===== src/rtl/isr_pkg.sv =====
package isr_pkg;

    localparam int NSRC   = 6;
    localparam int IDX_W  = 3;
    localparam int STAT_W = 8;

    typedef enum logic [IDX_W-1:0] {
        SRC_LINE_ERR = 3'd0,
        SRC_RX_TMO   = 3'd1,
        SRC_RX_DATA  = 3'd2,
        SRC_TX_EMPTY = 3'd3,
        SRC_MODEM    = 3'd4,
        SRC_SPECIAL  = 3'd5
    } src_e;

    typedef struct packed {
        logic             valid;
        logic [IDX_W-1:0] idx;
    } pick_t;

    localparam logic [STAT_W-1:0] STAT_IDLE = 8'h01;

    function automatic logic [STAT_W-1:0] code_of(pick_t p);
        logic [STAT_W-1:0] c;
        if (!p.valid) begin
            c = STAT_IDLE;
        end else begin
            case (src_e'(p.idx))
                SRC_LINE_ERR: c = 8'h06;
                SRC_RX_TMO:   c = 8'h0C;
                SRC_RX_DATA:  c = 8'h04;
                SRC_TX_EMPTY: c = 8'h02;
                SRC_MODEM:    c = 8'h00;
                SRC_SPECIAL:  c = 8'h10;
                default:      c = STAT_IDLE;
            endcase
        end
        return c;
    endfunction

endpackage


===== src/rtl/isr_pend_bank.sv =====
module isr_pend_bank #(
    parameter int N = isr_pkg::NSRC
) (
    input  logic         clk_i,
    input  logic         rst_i,
    input  logic [N-1:0] set_i,
    input  logic [N-1:0] clr_i,
    output logic [N-1:0] pend_o
);
    for (genvar g = 0; g < N; g++) begin : g_slot
        always_ff @(posedge clk_i) begin
            if (rst_i) begin
                pend_o[g] <= 1'b0;
            end else if (set_i[g]) begin
                pend_o[g] <= 1'b1;
            end else if (clr_i[g]) begin
                pend_o[g] <= 1'b0;
            end
        end
    end
endmodule


===== src/rtl/isr_prio_pick.sv =====
module isr_prio_pick #(
    parameter int N = isr_pkg::NSRC
) (
    input  logic [N-1:0]  cand_i,
    output isr_pkg::pick_t pick_o
);
    always_comb begin
        pick_o = '0;
        for (int i = N - 1; i >= 0; i--) begin
            if (cand_i[i]) begin
                pick_o.valid = 1'b1;
                pick_o.idx   = i[isr_pkg::IDX_W-1:0];
            end
        end
    end
endmodule


===== src/rtl/isr_status_reg.sv =====
module isr_status_reg
    import isr_pkg::*;
#(
    parameter int N = NSRC
) (
    input  logic              clk_i,
    input  logic              rst_i,
    input  logic [N-1:0]      req_i,
    input  logic [N-1:0]      en_i,
    input  logic              rd_i,
    output logic [STAT_W-1:0] stat_o,
    output logic              irq_o
);
    logic [N-1:0] pend;
    logic [N-1:0] visible;
    logic [N-1:0] clr;
    pick_t        pick;

    assign visible = pend & en_i;

    isr_prio_pick #(.N(N)) u_pick (
        .cand_i (visible),
        .pick_o (pick)
    );

    // clear targets the source shown in the read cycle, taken from latched state
    always_comb begin
        clr = '0;
        if (rd_i && pick.valid) begin
            clr = N'(1) << pick.idx;
        end
    end

    isr_pend_bank #(.N(N)) u_bank (
        .clk_i  (clk_i),
        .rst_i  (rst_i),
        .set_i  (req_i),
        .clr_i  (clr),
        .pend_o (pend)
    );

    assign stat_o = code_of(pick);
    assign irq_o  = pick.valid;
endmodule


===== config.mk =====
export PLATFORM = sky130hd
export DESIGN_NAME = isr_status_reg
export DESIGN_NICKNAME = d
export VERILOG_FILES = /design/src/rtl/isr_pkg.sv /design/src/rtl/isr_pend_bank.sv /design/src/rtl/isr_prio_pick.sv /design/src/rtl/isr_status_reg.sv
export SDC_FILE = /design/constraint.sdc
export NUM_CORES = 1
export LEC_CHECK = 0
export BUFFER_PORTS_ARGS = -buffer_cell sky130_fd_sc_hd__buf_2
export CAP_MARGIN = 0
export CORE_AREA = 5 5 42 44
export CTS_CLUSTER_SIZE = 8
export DETAILED_ROUTE_END_ITERATION = 10
export DIE_AREA = 0 0 47 49
export HOLD_SLACK_MARGIN = 0.02
export SLEW_MARGIN = 20
export SYNTH_ARGS = -nofsm -noshare
export SYNTH_HDL_FRONTEND = slang
export SYNTH_SLANG_ARGS = --single-unit

===== constraint.sdc =====
create_clock -name clk_i -period 1.2 [get_ports clk_i]
set_input_delay 0.06 -clock clk_i [delete_from_list [all_inputs] [get_ports clk_i]]
set_output_delay 0.06 -clock clk_i [all_outputs]
set_load 0.05 [all_outputs]

**After elaboration in Yosys (flattened, before gate mapping)**

Index checks and enable logic that the tools add are counted.

- Register bits: 6
- Output and inout bits: 9

- Eq/ne operators: 5
- Shift-type cells: 1
- Mux-type cells: 21
- Bitwise operators: 1
- Reduce and logical (&&, ||, !) cells: 8

Operator list:

| cell | number |
|---|---|
| 5-bit case mux with 6 select lines | 1 |
| 4-bit 2-to-1 mux | 6 |
| 1-bit 2-to-1 mux | 12 |
| 2-bit nonzero test | 6 |
| 6-bit AND | 1 |
| 3-bit by 2-bit equality test with 1-bit output (second input constant) | 2 |
| 3-bit equality test (second input constant) | 2 |
| 6-bit 2-to-1 mux | 1 |
| 1-bit by 3-bit << shifter with 6-bit output (first input constant) | 1 |
| 5-bit 2-to-1 mux | 1 |
| 3-bit by 1-bit equality test with 1-bit output (second input constant) | 1 |
| 3-bit zero test | 1 |
| 1-bit logical AND | 1 |

**Logic depth before layout (Yosys ltp)**

Gate-level depths: netlist of the first run.

- Depth after elaboration: 11
- Gate-level depth with buffers: 3

**Hierarchy**

From an unflattened synthesis of the first run, not the netlist that was laid out.

- Cells, all modules: 66
- Area total of the unflattened synthesis: 515.5 um^2

Modules (own cells, without submodules):

| module | instances | cells each | area each (um^2) | seq. area each (um^2) |
|---|---|---|---|---|
| isr_pend_bank | 1 | 24 | 255.2 | 120.1 |
| isr_status_reg | 1 | 32 | 207.7 | 0.0 |
| isr_prio_pick | 1 | 10 | 52.6 | 0.0 |

**Worst setup path after synthesis of the first run**

Ideal clock, no wire load.

- Kind: reg2out
- Start: register u_bank.pend_o[1]
- End: output port stat_o[0]
- Arrival time: 1.621 ns
- Path slack: -0.481 ns
- Cell stages (with the launch flop): 4
- Path buffers: 0
- Path through: dfxtp_1 a222oi_1 nand2_1 a21oi_1

- Word-level cells in the longest chain between the ends: 6
- Elaborated cells between the ends (all ways): 11

Ends and longest elaborated chain:

| item | RTL line | source |
|---|---|---|
| from (decl) | isr_pend_bank.sv:8 | `output logic [N-1:0] pend_o` |
| from (signal, indexed assignment) | isr_pend_bank.sv:13 | `pend_o[g] <= 1'b0;` |
| from (signal, indexed assignment) | isr_pend_bank.sv:15 | `pend_o[g] <= 1'b1;` |
| from (signal, indexed assignment) | isr_pend_bank.sv:17 | `pend_o[g] <= 1'b0;` |
| 6-bit AND (*) | isr_status_reg.sv:19 | `assign visible = pend & en_i;` |
| 4-bit 2-to-1 mux (*) (2 in series) | isr_prio_pick.sv:10 | `if (cand_i[i]) begin` |
| 3-bit equality test (tied with other cells) | isr_pkg.sv:28 | `case (src_e'(p.idx))` |
| 5-bit case mux with 6 select lines | isr_pkg.sv:28 |  |
| 5-bit 2-to-1 mux (*) | isr_pkg.sv:25 | `if (!p.valid) begin` |
| to (decl) | isr_status_reg.sv:11 | `output logic [STAT_W-1:0] stat_o,` |

Mark *: on every way between the ends. The rest lies on a longest branch, timed or not.

**Worst setup path in the final report of the first run**

Ends and elaborated chain as after synthesis.

==> results of run 1 <==
## timing repair
action / in CTS / in global routing
setup endpoints to repair: 9 / 9
cloned: 0 / 0
pin swaps: 7 / 6
resized for setup: 21 / 2
setup buffers: 3 / 1
## area by class of cell
cell class,instances,area share
inverters,5,0.0270
repair buffers,33,0.365
flip-flops and latches,6,0.174
clock buffers,3,0.0324
well taps,16,0.0288
multi-input cells,40,0.372
## cells in the mapped netlist
cell type	n
nand2_1	9
conb_1	1
inv_1	5
and3_1	1
and4b_1	1
nor3_1	1
nor2_1	7
a31oi_1	1
a22oi_1	2
o21ai_0	1
a222oi_1	1
a21bo_2	1
dfxtp_1	6
a41o_1	2
nand3_1	2
and2_1	1
a211oi_1	1
buf_4	3
o41a_1	1
a21oi_1	5
## logic make-up after synthesis
kind of cell	count (synthesis)
AOI/OAI and AO/OA	15
buffers and inverters	8
other	1
DFF	6
and+or+nand+nor	22
## power by group through the flow
stage | sequential (mW) | clock (mW) | combinational, mW
6_report | 0.225 | 0.193 | 0.348
2_1_floorplan | 0.233 | 0 | 0.170
4_1_cts | 0.225 | 0.199 | 0.337
5_1_grt | 0.227 | 0.217 | 0.372
3_3_place_gp | 0.229 | 0 | 0.271
3_5_place_dp | 0.229 | 0 | 0.273
## metrics by stage
stage                util  setup slack (ns)  hold slack (ns)
floorplan               -            -0.140            0.122
global placement    0.413            -0.120            0.278
detailed placement  0.413            -0.185            0.286
CTS                 0.494            -0.398           0.0245
global route        0.496            -0.440           0.0360
finish              0.496            -0.358           0.0223
## worst paths after layout
kind,startpoint,to,slack (ns),cells past startpoint
setup reg to reg,u_bank.pend_o[1],u_bank.pend_o[3],-0.18,6
hold reg to reg,u_bank.pend_o[5],u_bank.pend_o[5],0.57,2
hold / removal,req_i[0],u_bank.pend_o[0],0.02,3
setup / recovery,u_bank.pend_o[1],stat_o[0],-0.36,4
## worst max-delay path, delay by kind of cell (launching register included)
kind	cells	cell delay [ns]
flip-flops	1	0.31
AO/OA/AOI/OAI	2	0.55
AND/OR/NAND/NOR	1	0.22
buffers and inverters	1	0.17
## per-layer routing
metal	track usage	wire, um
met1	0.148	468
met2	0.179	634
met3	0.0627	91
met4	0.0276	6
met5	0	0
==> results.cfg, run 1 <==
[run_status]
status = complete, but fails checks
violations = negative setup slack

[critical_path]
path_class = flop to output pin
slowest_delay_ns = 0.39
cp_cell_sequence = a222oi_1, nand2_1, a21oi_4, buf_6
crit_arrival_ns = 1.50
cp.required_ns = 1.14
startpoint_type = flop
cp_max_fo = 2
cp-end-kind = output pin
cp_slowest_cell = a222oi_1

[yosys]
synth_top_area_frac = 0.322
synth_compound_area_frac = 0.295
synth_top_family_by_area = compound AO/OA/AOI/OAI gates
synthTopCellsByArea = dfxtp_1 32%, nand2_1 9.1%, nor2_1 7.0%
yosys.area_share.simple = 0.262
syn_area_um2 = 373
syn_area_per_cell_um2 = 7.17
synth_mux_area_frac = 0
synth_cells = 52
ys_warn_count = 0
ys_ff_latch = 6
synth_fa_ha_area_frac = 0
synth.largest_area_cell = dfxtp_1
seq_area_frac_synth = 0.322
synth-xor-area-share = 0
ys_types = 20

[detailed_routing]
wl_per_cell_um = 11.7
viasPerCell = 4.92
ant_nets = 0
wl_um = 1200
dr.pass1.iters = 4
drt_iter0_drc = 14
vias = 507
drc = 0

[power_and_ir_drop]
combinationalPowerShare = 0.454
intPower_mw = 0.485
power.share.switching = 0.367
design_power_total_mw = 0.766
p_seq_frac = 0.294
power.leakage_nw = 0.359
power_density_nw_per_um2 = 1100
p_switching_mw = 0.281
clkPwrFrac = 0.252
peakVddDrop_v = 0.000671

[final_layout]
seq_area_um2 = 121
reg.largest.list = u_bank.pend_o: 6 flops
top_register = u_bank.pend_o
largest_reg_flops = 6
fin_area_um2 = 696
fill_cells = 141
area_growth_pct = 86.6
drive_above_1_share = 0.540
nets = 104
antenna_cells = 0
fin_cells = 103
layout_common_cells = 14 x buf_2, 9 x buf_6, 9 x buf_4
multiInputGateArea_um2 = 259
layout_commonest_cell = buf_2

[die]
start_util = 0.266
rows = 14
die_w_um = 47
die-area_um2 = 2300
die_height_um = 49
core_um2 = 1400
io_pins = 24

[clock_network]
htreeDepth = 1
cts_buffers = 3
cts_root_buf = clkbuf_4
hold_buffers = 0
cts_buffer_depth = 2
cts.sinks = 6
insertion_delay_ns = 0.25
clkTransAtPathRegs_ns = 0.05
cts_tree = built

[global_routing]
grt.overflow.total = 0
grt_pass1_wl_um = 1990
grt_use_total = 0.119
grt_max_degree = 7
antenna_found_initial = 0
first_global_vias = 489

[flow_run]
drv_cap = 0

[sta]
skew_ns = 0.00327
fin_crit_ns = 1.56
max_freq_mhz = 642
hold_viol_final = 0
rsz0062_at_grt = true
tns_ns = -1.73
fin_crit_sh = 1.30
setup_viol = 7
setup_slack_ns = -0.358
slew_violations = 0

[worst_hold_path]
hold_path.class = input port to flop

[placed_design]
dp_hpwl_um = 937
place.gp.congestion = 0.810
numPortBuffers = 20
dp_cells = 97
place_area_um2 = 579
(Power assumes the default switching activity.)
==> run 2, diff against run 1 <==
Settings changed: CTS_BUF_LIST from default to sky130_fd_sc_hd__clkbuf_2, GPL_TIMING_DRIVEN from default to 0.
==> run 2 against run 1 <==
Net effect: the flow still finishes with violations (negative setup slack); die area is the same; sequential cell count is the same; clock skew grew 0.0020 ns; critical endpoint unchanged; highest routed layer unchanged.
==> results.cfg, run 2 (synthesis gave the netlist of run 1 again) <==
[final_layout]
drive_above_1_share = 0.500
layout_common_cells = 15 x buf_2, 8 x nand2_1, 6 x nor2_1, 6 x buf_6, 5 x buf_4
reg.largest.list = u_bank.pend_o: 6 flops
fin_cells = 96
nets = 97
top_register = u_bank.pend_o
fill_cells = 153
multiInputGateArea_um2 = 256
layout_commonest_cell = buf_2
antenna_cells = 0
fin_area_um2 = 613
area_growth_pct = 64.4
largest_reg_flops = 6
seq_area_um2 = 123
finish.utilization = 0.438

[die]
die_height_um = 49
die-area_um2 = 2300
die_w_um = 47
core_um2 = 1400
start_util = 0.266
rows = 14
io_pins = 24

[sta]
setup_slack_ns = -0.376
hold_viol_final = 0
max_freq_mhz = 634
skew_ns = 0.00522
fin_crit_ns = 1.58
hold_ws_ns = 0.0458
rsz0062_at_grt = true
slew_violations = 0
tns_ns = -1.70
fin_crit_sh = 1.31
setup_viol = 8

[clock_network]
htreeDepth = 1
cts_buffers = 3
cts.sinks = 6
hold_buffers = 0
cts_tree = built
clkTransAtPathRegs_ns = 0.06
insertion_delay_ns = 0.22
cts_root_buf = clkbuf_2
cts_buffer_depth = 2

[critical_path]
slowest_delay_ns = 0.41
cp_max_fo = 4
cp_cell_sequence = a222oi_1, nand2_1, a21oi_4, buf_6
critPathLaunch = u_bank.pend_o[2]
r2r_start = u_bank.pend_o[2]
crit_arrival_ns = 1.52
r2r_cells = 5
cp_slowest_cell = a222oi_1
ff2ff_setup_slack_ns = -0.16
cp-end-kind = output pin
cp_num_cells = 4
cp.required_ns = 1.14
startpoint_type = flop
path_class = flop to output pin
path_buf_inv = 1
regToRegEndpoint = u_bank.pend_o[3]
cp_top_family = compound AO/OA/AOI/OAI gates

[worst_hold_path]
holdPathStages = 3
hold_path.class = input port to flop
holdPathEnd = u_bank.pend_o[0]
min_from = req_i[0]

[global_routing]
grt_use_total = 0.102
grt_pass1_wl_um = 1700
first_global_vias = 417
antenna_found_initial = 0
grt_max_degree = 7
grt.overflow.total = 0

[placed_design]
dp_hpwl_um = 844
dp_cells = 90
dp_slack_ns = -0.359
place_area_um2 = 527
numPortBuffers = 20
place.gp.congestion = 0.732

[power_and_ir_drop]
peakVddDrop_v = 0.000641
power_density_nw_per_um2 = 1080
design_power_total_mw = 0.662
power.leakage_nw = 0.318

[detailed_routing]
wl_per_cell_um = 11.4
viasPerCell = 4.82
ant_nets = 0
drt_iter0_drc = 9
vias = 463
wl_um = 1090
drc = 0
dr.pass1.iters = 4

[flow_run]
drv_cap = 0

[run_status]
status = complete, but fails checks
violations = negative setup slack
==> run 2: area by class of cell <==
type | instances | area share
well taps | 16 | 0.0327
flip-flops and latches | 6 | 0.200
plain buffers | 3 | 0.0367
clock buffers | 3 | 0.0245
multi-input cells | 40 | 0.418
repair buffers | 23 | 0.257
inverters | 5 | 0.0306
==> run 2: repair_timing <==
item | CTS | global route
hold endpoints to repair | 0 | 0
pin swaps | 4 | 5
buffers inserted | 2 | 1
endpoints found under the setup margin | 7 | 9
resized for setup | 14 | 2
==> run 2: per-layer routing <==
layer  GRT usage  share of wire  vias up
li1            -              -      236
met1       0.124           0.42      208
met2       0.145           0.47       17
met3      0.0738           0.10        2
met4      0.0184         0.0073        0
met5           0              0        -
==> run 2: how the worst max path moves through the flow <==
stage / to / slack, ns
global route: stat_o[0] / -0.45
global placement: stat_o[0] / -0.34
CTS: stat_o[0] / -0.38
floorplan: stat_o[0] / -0.14
finish: stat_o[0] / -0.38
detailed placement: stat_o[0] / -0.36
==> run 2: worst min-delay path, cell delays in order <==
cell and delay, ns:
buf_2 0.07, a21oi_1 0.03, nor2_1 0.07
==> run 2: power by group <==
part	switching, mW	total [mW]	internal [mW]
Clock	0.0740	0.142	0.0677
Combinational	0.172	0.288	0.115
Sequential	0.0169	0.233	0.216
==> run 3, diff against run 2 <==
Settings changed: ABC_AREA from default to 1.
==> run 3 against run 2 <==
Net effect: the run still ends with negative setup slack left; synthesized cell count increased by 19%; register-to-register slack better by 0.17 ns; cell count grew 13%; clock skew decreased by 0.0032 ns; first-iteration DRC count is 56% lower; die area unchanged; routed wire length down 14%; worst setup slack improved by 0.31 ns; highest routed layer unchanged.
==> results.cfg, run 3 <==
[run_status]
status = complete, but fails checks
violations = negative setup slack

[global_routing]
grt_use_total = 0.0873
grt_max_degree = 7
grt_pass1_wl_um = 1480
antenna_found_initial = 0
first_global_vias = 401
grt.overflow.total = 0

[critical_path]
critPathLaunch = u_bank.pend_o[5]
crit_arrival_ns = 1.21
cp-end-kind = output pin
r2r_start = u_bank.pend_o[2]
cp_max_fo = 2
ff2ff_setup_slack_ns = 0.01
cp.required_ns = 1.14
cpMostUsedCell = nand2_1
path_class = flop to output pin
cp_cell_sequence = nand2_2, inv_2, nand2_1, nand2_1, nand2_2, inv_2, nand3_2, nand2_1, inv_1, buf_6
r2r_cells = 8
cp_top_family = simple AND/OR/NAND/NOR gates
path_buf_inv = 4
regToRegEndpoint = u_bank.pend_o[2]
crit_end = stat_o[2]
cp_slowest_cell = dfxtp_2
startpoint_type = flop
cp_num_cells = 10
slowest_delay_ns = 0.33

[yosys]
synth_common_cells = 17 x nand2_1, 7 x a21oi_1, 7 x inv_1, 7 x nor2_1, 6 x dfxtp_1
syn_area_per_cell_um2 = 6.66
ys_ff_latch = 6
synth_edf_count = 0
synth_top_area_frac = 0.291
seq_area_frac_synth = 0.291
ys_types = 16
synth_flop_cell = dfxtp_1
synth_cells = 62
ys_async_sr_fraction = 0
synthTopCellsByArea = dfxtp_1 29%, nand2_1 15%, a21oi_1 8.5%
synth.largest_area_cell = dfxtp_1
yosysMostFrequentCell = nand2_1
ys_warn_count = 0
syn_area_um2 = 413

[placed_design]
place_area_um2 = 554
dp_hpwl_um = 787
place.gp.congestion = 0.675
dp_slack_ns = 0.0422
numPortBuffers = 20
dp_cells = 100

[detailed_routing]
viasPerCell = 4.11
ant_nets = 0
drc = 0
wl_um = 936
drt_iter0_drc = 4
vias = 444
dr.pass1.iters = 2
wl_per_cell_um = 8.67

[final_layout]
area_growth_pct = 67.0
layout_common_cells = 15 x buf_2, 10 x nand2_1, 10 x nand2_2
finish.utilization = 0.492
fin_cells = 108
drive_above_1_share = 0.696
fill_cells = 163
fin_area_um2 = 689
antenna_cells = 0
nets = 109
largest_reg_flops = 6
top_register = u_bank.pend_o
layout_commonest_cell = buf_2
reg.largest.list = u_bank.pend_o: 6 flops

[clock_network]
htreeDepth = 1
insertion_delay_ns = 0.21
cts_tree = built
cts_buffers = 3
cts.sinks = 6
clkTransAtPathRegs_ns = 0.05
hold_buffers = 0
cts_root_buf = clkbuf_2
cts_buffer_depth = 2

[sta]
skew_ns = 0.00204
hold_viol_final = 0
fin_crit_sh = 1.05
setup_slack_ns = -0.0652
hold_ws_ns = 0.0630
rsz0062_at_grt = true
max_freq_mhz = 790
slew_violations = 0
setup_viol = 3
fin_crit_ns = 1.27
tns_ns = -0.152

[die]
die_w_um = 47
die_height_um = 49
rows = 14
io_pins = 24
core_um2 = 1400
start_util = 0.295
die-area_um2 = 2300

[power_and_ir_drop]
power_density_nw_per_um2 = 983
clkPwrFrac = 0.188
intPower_mw = 0.407
p_switching_mw = 0.271
power.share.switching = 0.400
peakVddDrop_v = 0.000574
power.leakage_nw = 0.368
design_power_total_mw = 0.678
p_seq_frac = 0.341
combinationalPowerShare = 0.471

[worst_hold_path]
hold_path.class = input port to flop
min_from = req_i[1]

[flow_run]
drv_cap = 0
==> run 3: cell count changes in the layout (fill, tap and decap cells not counted), moves of 3 or more <==
cell and delta:
nand2_2 +9, dfxtp_1 -4, nand2_4 +3, buf_4 +3, a21oi_2 +3, dfxtp_2 +4
==> run 3: metal layers <==
layer  part of all wire  GRT usage  vias to the layer above
met3              0.087     0.0111                        2
met1               0.40      0.108                      181
li1                   -          -                      246
met2               0.50      0.129                       15
met5                  0          0                        -
met4             0.0053     0.0691                        0
==> run 3: how the worst min path moves through the flow <==
stage / end / slack [ns] / depth (start not counted)
after global routing: u_bank.pend_o[1] / 0.07 / 3
after floorplan: u_bank.pend_o[0] / 0.13 / 1
after global placement: u_bank.pend_o[1] / 0.27 / 3
final: u_bank.pend_o[1] / 0.06 / 3
after CTS: u_bank.pend_o[2] / 0.05 / 3
after detailed placement: u_bank.pend_o[2] / 0.28 / 3
==> run 3: layout make-up <==
type / count / area [um^2] / share of cell area
Buffer: 3 / 22.5 / 0.0327
Clock buffer: 3 / 15.0 / 0.0218
Inverter: 9 / 38.8 / 0.0563
Multi-Input combinational cell: 46 / 293 / 0.425
Sequential cell: 6 / 128 / 0.185
Tap cell: 16 / 20.0 / 0.0290
Timing Repair Buffer: 25 / 173 / 0.250
==> run 3: power groups by stage <==
stage	logic, mW	registers (mW)	clock network [mW]
after global placement	0.251	0.228	0
after global routing	0.343	0.233	0.150
after floorplan	0.196	0.227	0
after CTS	0.303	0.227	0.137
after detailed placement	0.254	0.229	0
final	0.319	0.231	0.128
==> run 3: kinds of logic after synthesis <==
kind of cell    Yosys count  share of synthesized area
compound gates            8                     0.0969
buf+inv                  12                      0.148
flops                     6                      0.291
other cells               1                    0.00908
simple gates             35                      0.455
==> run 3: timing repair <==
item                                    in CTS  in global routing
setup buffers                                5                  0
resized for setup                           18                 13
pin swaps                                    2                  4
endpoints found under the setup margin       5                  8
cloned                                       0                  0
==> run 3: worst reg2reg max path: cells and delay by family, from the launching register on <==
family	cells	cell delay (ns)
simple gates	5	0.43
flops	1	0.34
compound gates	1	0.12
buf+inv	2	0.19
